`config.mk`:
```
export PLATFORM = sky130hd
export DESIGN_NAME = zero_run_detector
export DESIGN_NICKNAME = d
export VERILOG_FILES = /design/src/rtl/zrd_pkg.sv /design/src/rtl/zrd_lane.sv /design/src/rtl/zrd_out_stage.sv /design/src/rtl/zero_run_detector.sv
export SDC_FILE = /design/constraint.sdc
export NUM_CORES = 1
export LEC_CHECK = 0
export ABC_AREA = 1
export BUFFER_PORTS_ARGS = -buffer_cell sky130_fd_sc_hd__buf_2
export CAP_MARGIN = 10
export CORE_MARGIN = 5
export CORE_UTILIZATION = 57
export DETAILED_ROUTE_END_ITERATION = 6
export PLACE_DENSITY = 0.87
export RECOVER_POWER = 25
export SYNTH_ARGS = -nofsm -noshare
export SYNTH_HDL_FRONTEND = slang
export SYNTH_SLANG_ARGS = --single-unit
```
`constraint.sdc`:
```
create_clock -name clk -period 4.7 [get_ports clk]
set_clock_uncertainty 0.15 [all_clocks]
set_input_delay 0.94 -clock clk [delete_from_list [all_inputs] [get_ports clk]]
set_output_delay 0.94 -clock clk [all_outputs]
set_load 0.005 [all_outputs]
```
`src/rtl/zrd_pkg.sv`:
```
// Package: shared helpers for the zero-run detector.
// Assumes run lengths of at least one sample.
package zrd_pkg;

    // Output polarity selection carried on flag_invert.
    typedef enum logic {
        ZRD_POL_HIGH = 1'b0,
        ZRD_POL_LOW  = 1'b1
    } zrd_pol_e;

    // Width of a counter that must be able to hold the value run_len.
    function automatic int run_cnt_w(input int run_len);
        return $clog2(run_len + 1);
    endfunction

endpackage

```
`src/rtl/zrd_lane.sv`:
```
// Module: zrd_lane
// Counts consecutive strobed zero samples for one channel. The count
// saturates at RUN_LEN, and run_done is high while the count sits there.
// Assumes RUN_LEN >= 1. A strobed nonzero sample restarts the count.
module zrd_lane #(
    parameter int SAMPLE_W = 24,
    parameter int RUN_LEN  = 1024
) (
    input  logic                clk,
    input  logic                rst_n,
    input  logic                smp_valid,
    input  logic [SAMPLE_W-1:0] smp,
    output logic                run_done
);
    localparam int             CNT_W   = zrd_pkg::run_cnt_w(RUN_LEN);
    localparam logic [CNT_W-1:0] CNT_MAX = CNT_W'(RUN_LEN);

    logic [CNT_W-1:0] cnt_q;
    logic             smp_is_zero;
    logic             at_max;

    // Zero test over every bit of the slice.
    assign smp_is_zero = (smp == '0);
    assign at_max      = (cnt_q == CNT_MAX);

    // Run counter: clear on reset or nonzero, hold at the maximum, step on zero.
    always_ff @(posedge clk) begin
        if (!rst_n) begin
            cnt_q <= '0;
        end else if (smp_valid) begin
            if (!smp_is_zero) begin
                cnt_q <= '0;
            end else if (!at_max) begin
                cnt_q <= cnt_q + 1'b1;
            end
        end
    end

    // The run is complete while the counter sits at its ceiling.
    assign run_done = at_max;

endmodule

```
`src/rtl/zrd_out_stage.sv`:
```
// Module: zrd_out_stage
// Builds the global flag from the per-channel run results and applies the
// selected output polarity to all flags. Purely combinational, so a polarity
// change shows in the same cycle. Assumes run_done is active high.
module zrd_out_stage #(
    parameter int NUM_CH = 6
) (
    input  logic [NUM_CH-1:0] run_done,
    input  logic              pol_low,
    output logic [NUM_CH-1:0] chan_flag,
    output logic              all_flag
);
    zrd_pkg::zrd_pol_e pol;
    logic              all_done;

    // Decode the polarity control into its enum.
    assign pol = zrd_pkg::zrd_pol_e'(pol_low);

    // Global result is taken from the active-high results, before inversion.
    assign all_done = &run_done;

    // Polarity application for channel flags and the global flag.
    always_comb begin
        if (pol == zrd_pkg::ZRD_POL_LOW) begin
            chan_flag = ~run_done;
            all_flag  = ~all_done;
        end else begin
            chan_flag = run_done;
            all_flag  = all_done;
        end
    end

endmodule

```
`src/rtl/zero_run_detector.sv`:
```
// Module: zero_run_detector (top)
// Per-channel zero-run detection over NUM_CH parallel sample words with a
// shared strobe, plus a global all-channel flag with selectable polarity.
// Assumes samples are valid whenever smp_valid is high at a clock edge.
// Channel c occupies smp_data[c*SAMPLE_W +: SAMPLE_W].
module zero_run_detector #(
    parameter int NUM_CH   = 6,
    parameter int SAMPLE_W = 24,
    parameter int RUN_LEN  = 1024
) (
    input  logic                       clk,
    input  logic                       rst_n,
    input  logic                       smp_valid,
    input  logic [NUM_CH*SAMPLE_W-1:0] smp_data,
    input  logic                       flag_invert,
    output logic [NUM_CH-1:0]          chan_zero_o,
    output logic                       all_zero_o
);
    logic [NUM_CH-1:0] run_done;

    // One counting lane per channel.
    for (genvar c = 0; c < NUM_CH; c++) begin : g_lane
        zrd_lane #(
            .SAMPLE_W (SAMPLE_W),
            .RUN_LEN  (RUN_LEN)
        ) i_lane (
            .clk       (clk),
            .rst_n     (rst_n),
            .smp_valid (smp_valid),
            .smp       (smp_data[c*SAMPLE_W +: SAMPLE_W]),
            .run_done  (run_done[c])
        );
    end

    // Global flag and polarity stage.
    zrd_out_stage #(
        .NUM_CH (NUM_CH)
    ) i_out (
        .run_done  (run_done),
        .pol_low   (flag_invert),
        .chan_flag (chan_zero_o),
        .all_flag  (all_zero_o)
    );

endmodule

```
## After elaboration in Yosys (flattened, before gate mapping)

Index checks and enable logic that the tools add are counted.
Widths: inputs -> output; s select.

- Add/subtract/negate cells: 6
- Eq/ne operators: 12
- Muxes and demuxes: 14
- Bitwise gates (word level): 2
- Reduce and logical (&&, ||, !) cells: 13

Operators by type and width:

| operator | number |
|---|---|
| $logic_not 24->1 | 6 |
| $mux 11 | 12 |
| $add 11x1->11 const B | 6 |
| $eq 11x11->1 const B | 6 |
| $ne 2x2->1 const B | 6 |
| $reduce_and 2->1 | 6 |
| $mux 6 | 1 |
| $not 6->6 | 1 |
| $reduce_and 6->1 | 1 |
| $mux 1 | 1 |
| $not 1->1 | 1 |

- Flip-flop bits (word level): 66
- Input port bits: 148
- Output and inout port bits: 7
- Word-level logic and storage cells: 53

## Logic depth before layout (Yosys ltp)

- Word-level depth: 4
- Mapped depth: 11

## Cells and area by module

From an unflattened synthesis, not the netlist that was laid out.

- Cell total of the unflattened synthesis: 887
- Area, all modules: 5405.2 sq um

By module, submodules not included:

| module | times used | cells an instance | area each (sq um) | sequential area each (sq um) |
|---|---|---|---|---|
| zrd_lane | 6 | 145 | 883.3 | 220.2 |
| zrd_out_stage | 1 | 17 | 105.1 | 0.0 |

## Least setup slack after synthesis

OpenSTA, ideal clock, no wires.

- Path type: input to output
- Start point: input port flag_invert
- End point: output port all_zero_o
- Arrival time: 1.456 ns
- Data required time: 3.610 ns
- Path slack: 2.154 ns
- Cell stages on the path: 4
- Path buffers: 1
- Cells stage by stage: clkbuf_1 -> inv_1 -> nand4_1 -> nand2_1

- Word-level cells in the longest chain between the ends: 1

Ends and longest elaborated chain:

| item | line | text |
|---|---|---|
| from (decl) | zero_run_detector.sv:15 | `input logic flag_invert,` |
| $mux 1 | zrd_out_stage.sv:24 | `if (pol == zrd_pkg::ZRD_POL_LOW) begin` |
| to (decl) | zero_run_detector.sv:17 | `output logic all_zero_o` |

Every way passes these cells.

## Worst setup path after layout

- Start point: input port smp_valid
- End point: register g_lane[0].i_lane.cnt_q[1]

- Word-level cells in the longest chain between the ends: 1

Ends and longest elaborated chain:

| item | line | text |
|---|---|---|
| from (decl) | zero_run_detector.sv:13 | `input logic smp_valid,` |
| $reduce_and 2->1 (no source line) | - |  |
| to (signal assigned) | zrd_lane.sv:34 | `cnt_q <= cnt_q + 1'b1;` |
| to (decl) | zrd_lane.sv:18 | `logic [CNT_W-1:0] cnt_q;` |

Every way passes these cells.
A chain may end at the register's enable or synchronous reset.

==> results.sh <==
export IMPL_dpl_cell_area_um2=6013
export IMPL_start_kind="input port"
export IMPL_seq_area_frac_synth=0.2507
export IMPL_start_util=0.5786
export IMPL_crit_type="in2reg"
export IMPL_ff2ff_path_depth=11
export IMPL_clk_pin_slew_ns=0.07
export IMPL_syn_avg_cell_area_um2=5.735
export IMPL_area_growth_pct=17.38
export IMPL_layout_common_cells="nand2_1 (247), nor2_1 (237), buf_2 (153)"
export IMPL_slowest_stage="clkbuf_1"
export IMPL_synth_warnings=0
export IMPL_grt_use_total=0.2244
export IMPL_ctsHoldBuffers=0
export IMPL_timing_critical_path_arrival_ns=3.50
export IMPL_cts_buffers=9
export IMPL_synth_seq_cells=66
export IMPL_h_tree_depth=3
export IMPL_drt_initial_drc_count=317
export IMPL_cts_root_buffer="clkbuf_8"
export IMPL_p_per_area_nw_per_um2=203.3
export IMPL_via_count=5903
export IMPL_report_final_slew_viol_count=43
export IMPL_worst_ep_required_time_ns=4.83
export IMPL_largest_reg_flops=66
export IMPL_synth_area_leaders="dfxtp_1 (25%), nand2_1 (17%), nor2_1 (17%)"
export IMPL_synth_cell_types=26
export IMPL_layout_commonest_cell="nand2_1"
export IMPL_drcViolationCount=0
export IMPL_grt_pass1_vias=5315
export IMPL_maxSlewHeadroom=-0.3672
export IMPL_violations="max-capacitance violations, max-slew violations"
export IMPL_port_buffers=154
export IMPL_drtPass1Iterations=4
export IMPL_cp_max_fo=42
export IMPL_setup_viol=0
export IMPL_syn_num_nets=1079
export IMPL_diodes=0
export IMPL_p_leak_nw=2.945
export IMPL_cts_tree="done"
export IMPL_tightestPinTransition_ns=2.051
export IMPL_core_um2=9109
export IMPL_die_h_um=106.2
export IMPL_max_freq_ghz=0.2970
export IMPL_tns_ns=0
export IMPL_ant_nets=0
export IMPL_crit_chain="clkbuf_1 -> nand2_1 -> inv_1 -> nor2_1 -> nor2_1"
export IMPL_grt_max_degree=43
export IMPL_status="finished with violations"
export IMPL_die_w_um=106.2
export IMPL_via_per_inst=5.024
export IMPL_reg2reg_slack_ns=2.79
export IMPL_worstHoldPathType="reg2reg"
export IMPL_critPathMaxStageDelay_ns=1.44
export IMPL_drive_gt1_frac=0.1852
export IMPL_crit_path_frequent_cell="nor2_1"
export IMPL_regMostFlops="g_lane.i_lane.cnt_q"
export IMPL_drt_wl_total_um=12820
export IMPL_cts_resized=0
export IMPL_cp_depth=5
export IMPL_peakVddDrop_v=0.0001361
export IMPL_avgRoutedWirePerCell_um=10.91
export IMPL_maxCapViolCount=1
export IMPL_fin_crit_ns=3.367
export IMPL_fp_row_count=35
export IMPL_fin_area_um2=6186
export IMPL_syn_cell_area_um2=5270
export IMPL_worst_skew_pair_late_latency_ns=0.35
export IMPL_fin_crit_sh=0.7163
export IMPL_grt_setup_unrepaired="false"
export IMPL_critPathBufInv=2
export IMPL_postCtsSetupRepairBufs=0
export IMPL_fp_dieArea_um2=11270
export IMPL_grt_pass1_wl_um=21750
export IMPL_cp_end_kind="flop"
export IMPL_globalplace_congestion=0.8726
export IMPL_hold_depth=2
export IMPL_ioPinCount=155
export IMPL_top_regs="g_lane.i_lane.cnt_q (66)"
export IMPL_clk_path_buf_depth=2
export IMPL_dp_hpwl_um=9804
export IMPL_finalHoldViolCount=0
export IMPL_yosys_area_top_type="dfxtp_1"
export IMPL_clkSinkCount=66
export IMPL_cp_top_family="buffers and inverters"
export IMPL_syn_inst=919
export IMPL_fill_cells=865
export IMPL_gr_total_overflow=0
export IMPL_antenna_found_initial=0
export IMPL_nNetsFinal=1219
export IMPL_synth_top_cell_area_share=0.2507
==> layout make-up <==
type	count	area (um^2)	share of cell area
clock buffers	12	145.1	0.02346
well taps	111	138.9	0.02245
flip-flops and latches	66	1321	0.2136
repair buffers	155	777.0	0.1256
multi-input cells	717	3339	0.5398
inverters	110	412.9	0.06675
clock inverters	4	51.30	0.008293
==> final timing paths <==
kind                                               start                                      to
setup / recovery                               smp_valid  g_lane[0].i_lane.cnt_q[1]$_SDFFE_PN0P_
hold / removal    g_lane[4].i_lane.cnt_q[1]$_SDFFE_PN0P_  g_lane[4].i_lane.cnt_q[1]$_SDFFE_PN0P_
setup reg to reg  g_lane[1].i_lane.cnt_q[0]$_SDFFE_PN0P_  g_lane[1].i_lane.cnt_q[9]$_SDFFE_PN0P_
hold reg to reg   g_lane[4].i_lane.cnt_q[1]$_SDFFE_PN0P_  g_lane[4].i_lane.cnt_q[1]$_SDFFE_PN0P_
==> worst register-to-register path, stage by stage, from the launching register on <==
cell and delay [ns]:
dfxtp_1 0.36, inv_1 0.10, ha_1 0.14, inv_1 0.04, nor2_1 0.11, nand2_1 0.08, nor2_2 0.20, nand4_2 0.20
nand2_4 0.17, inv_2 0.10, nor2_1 0.11, nor2_1 0.05
==> through the flow <==
step,total power [mW],setup slack [ns],instances,hold WS (ns),util
final,1.258,1.333,1175,0.3544,0.6791
after global routing,1.320,1.108,1175,0.3804,0.6791
after CTS,1.265,1.642,1175,0.3551,0.6817
after detailed placement,0.7878,1.622,1159,0.3450,0.6602
after global placement,0.7840,1.732,1159,0.3375,0.6602
after floorplan,0.7020,2.154,919,0.3212,-
==> report_power, final <==
group,internal (mW),leakage [nW],switching (mW)
logic,0.0859,2.31,0.101
clock network,0.260,0.0966,0.224
registers,0.572,0.537,0.0140
total,0.918,2.94,0.339
==> synth_stat cells (all sizes together) <==
cell      n
nor2    252
nand2   250
inv     109
nand3    74
dfxtp    66
nand4    46
a21oi    40
xor2     23
buf      20
nor3     15
ha       12
clkbuf    6
o21ai     4
and2      1
clkinv    1
==> layer usage <==
layer  GRT usage  vias up  share of wire
li1            -     3155              -
met1      0.2753     2549           0.44
met2      0.4045      185           0.48
met3     0.03157       14          0.066
met4     0.06753        0          0.013
met5           0        -              0
==> cells by family after synthesis <==
| kind of cell | Yosys count | synth area share |
|---|---|---|
| flip-flops | 66 | 0.2507 |
| adder cells (fa/ha/maj) | 12 | 0.02849 |
| buffers and inverters | 136 | 0.1113 |
| AO/OA/AOI/OAI | 44 | 0.04179 |
| AND/OR/NAND/NOR | 638 | 0.5294 |
| XOR/XNOR | 23 | 0.03822 |
No activity file was read; power rests on OpenSTA's default activity.
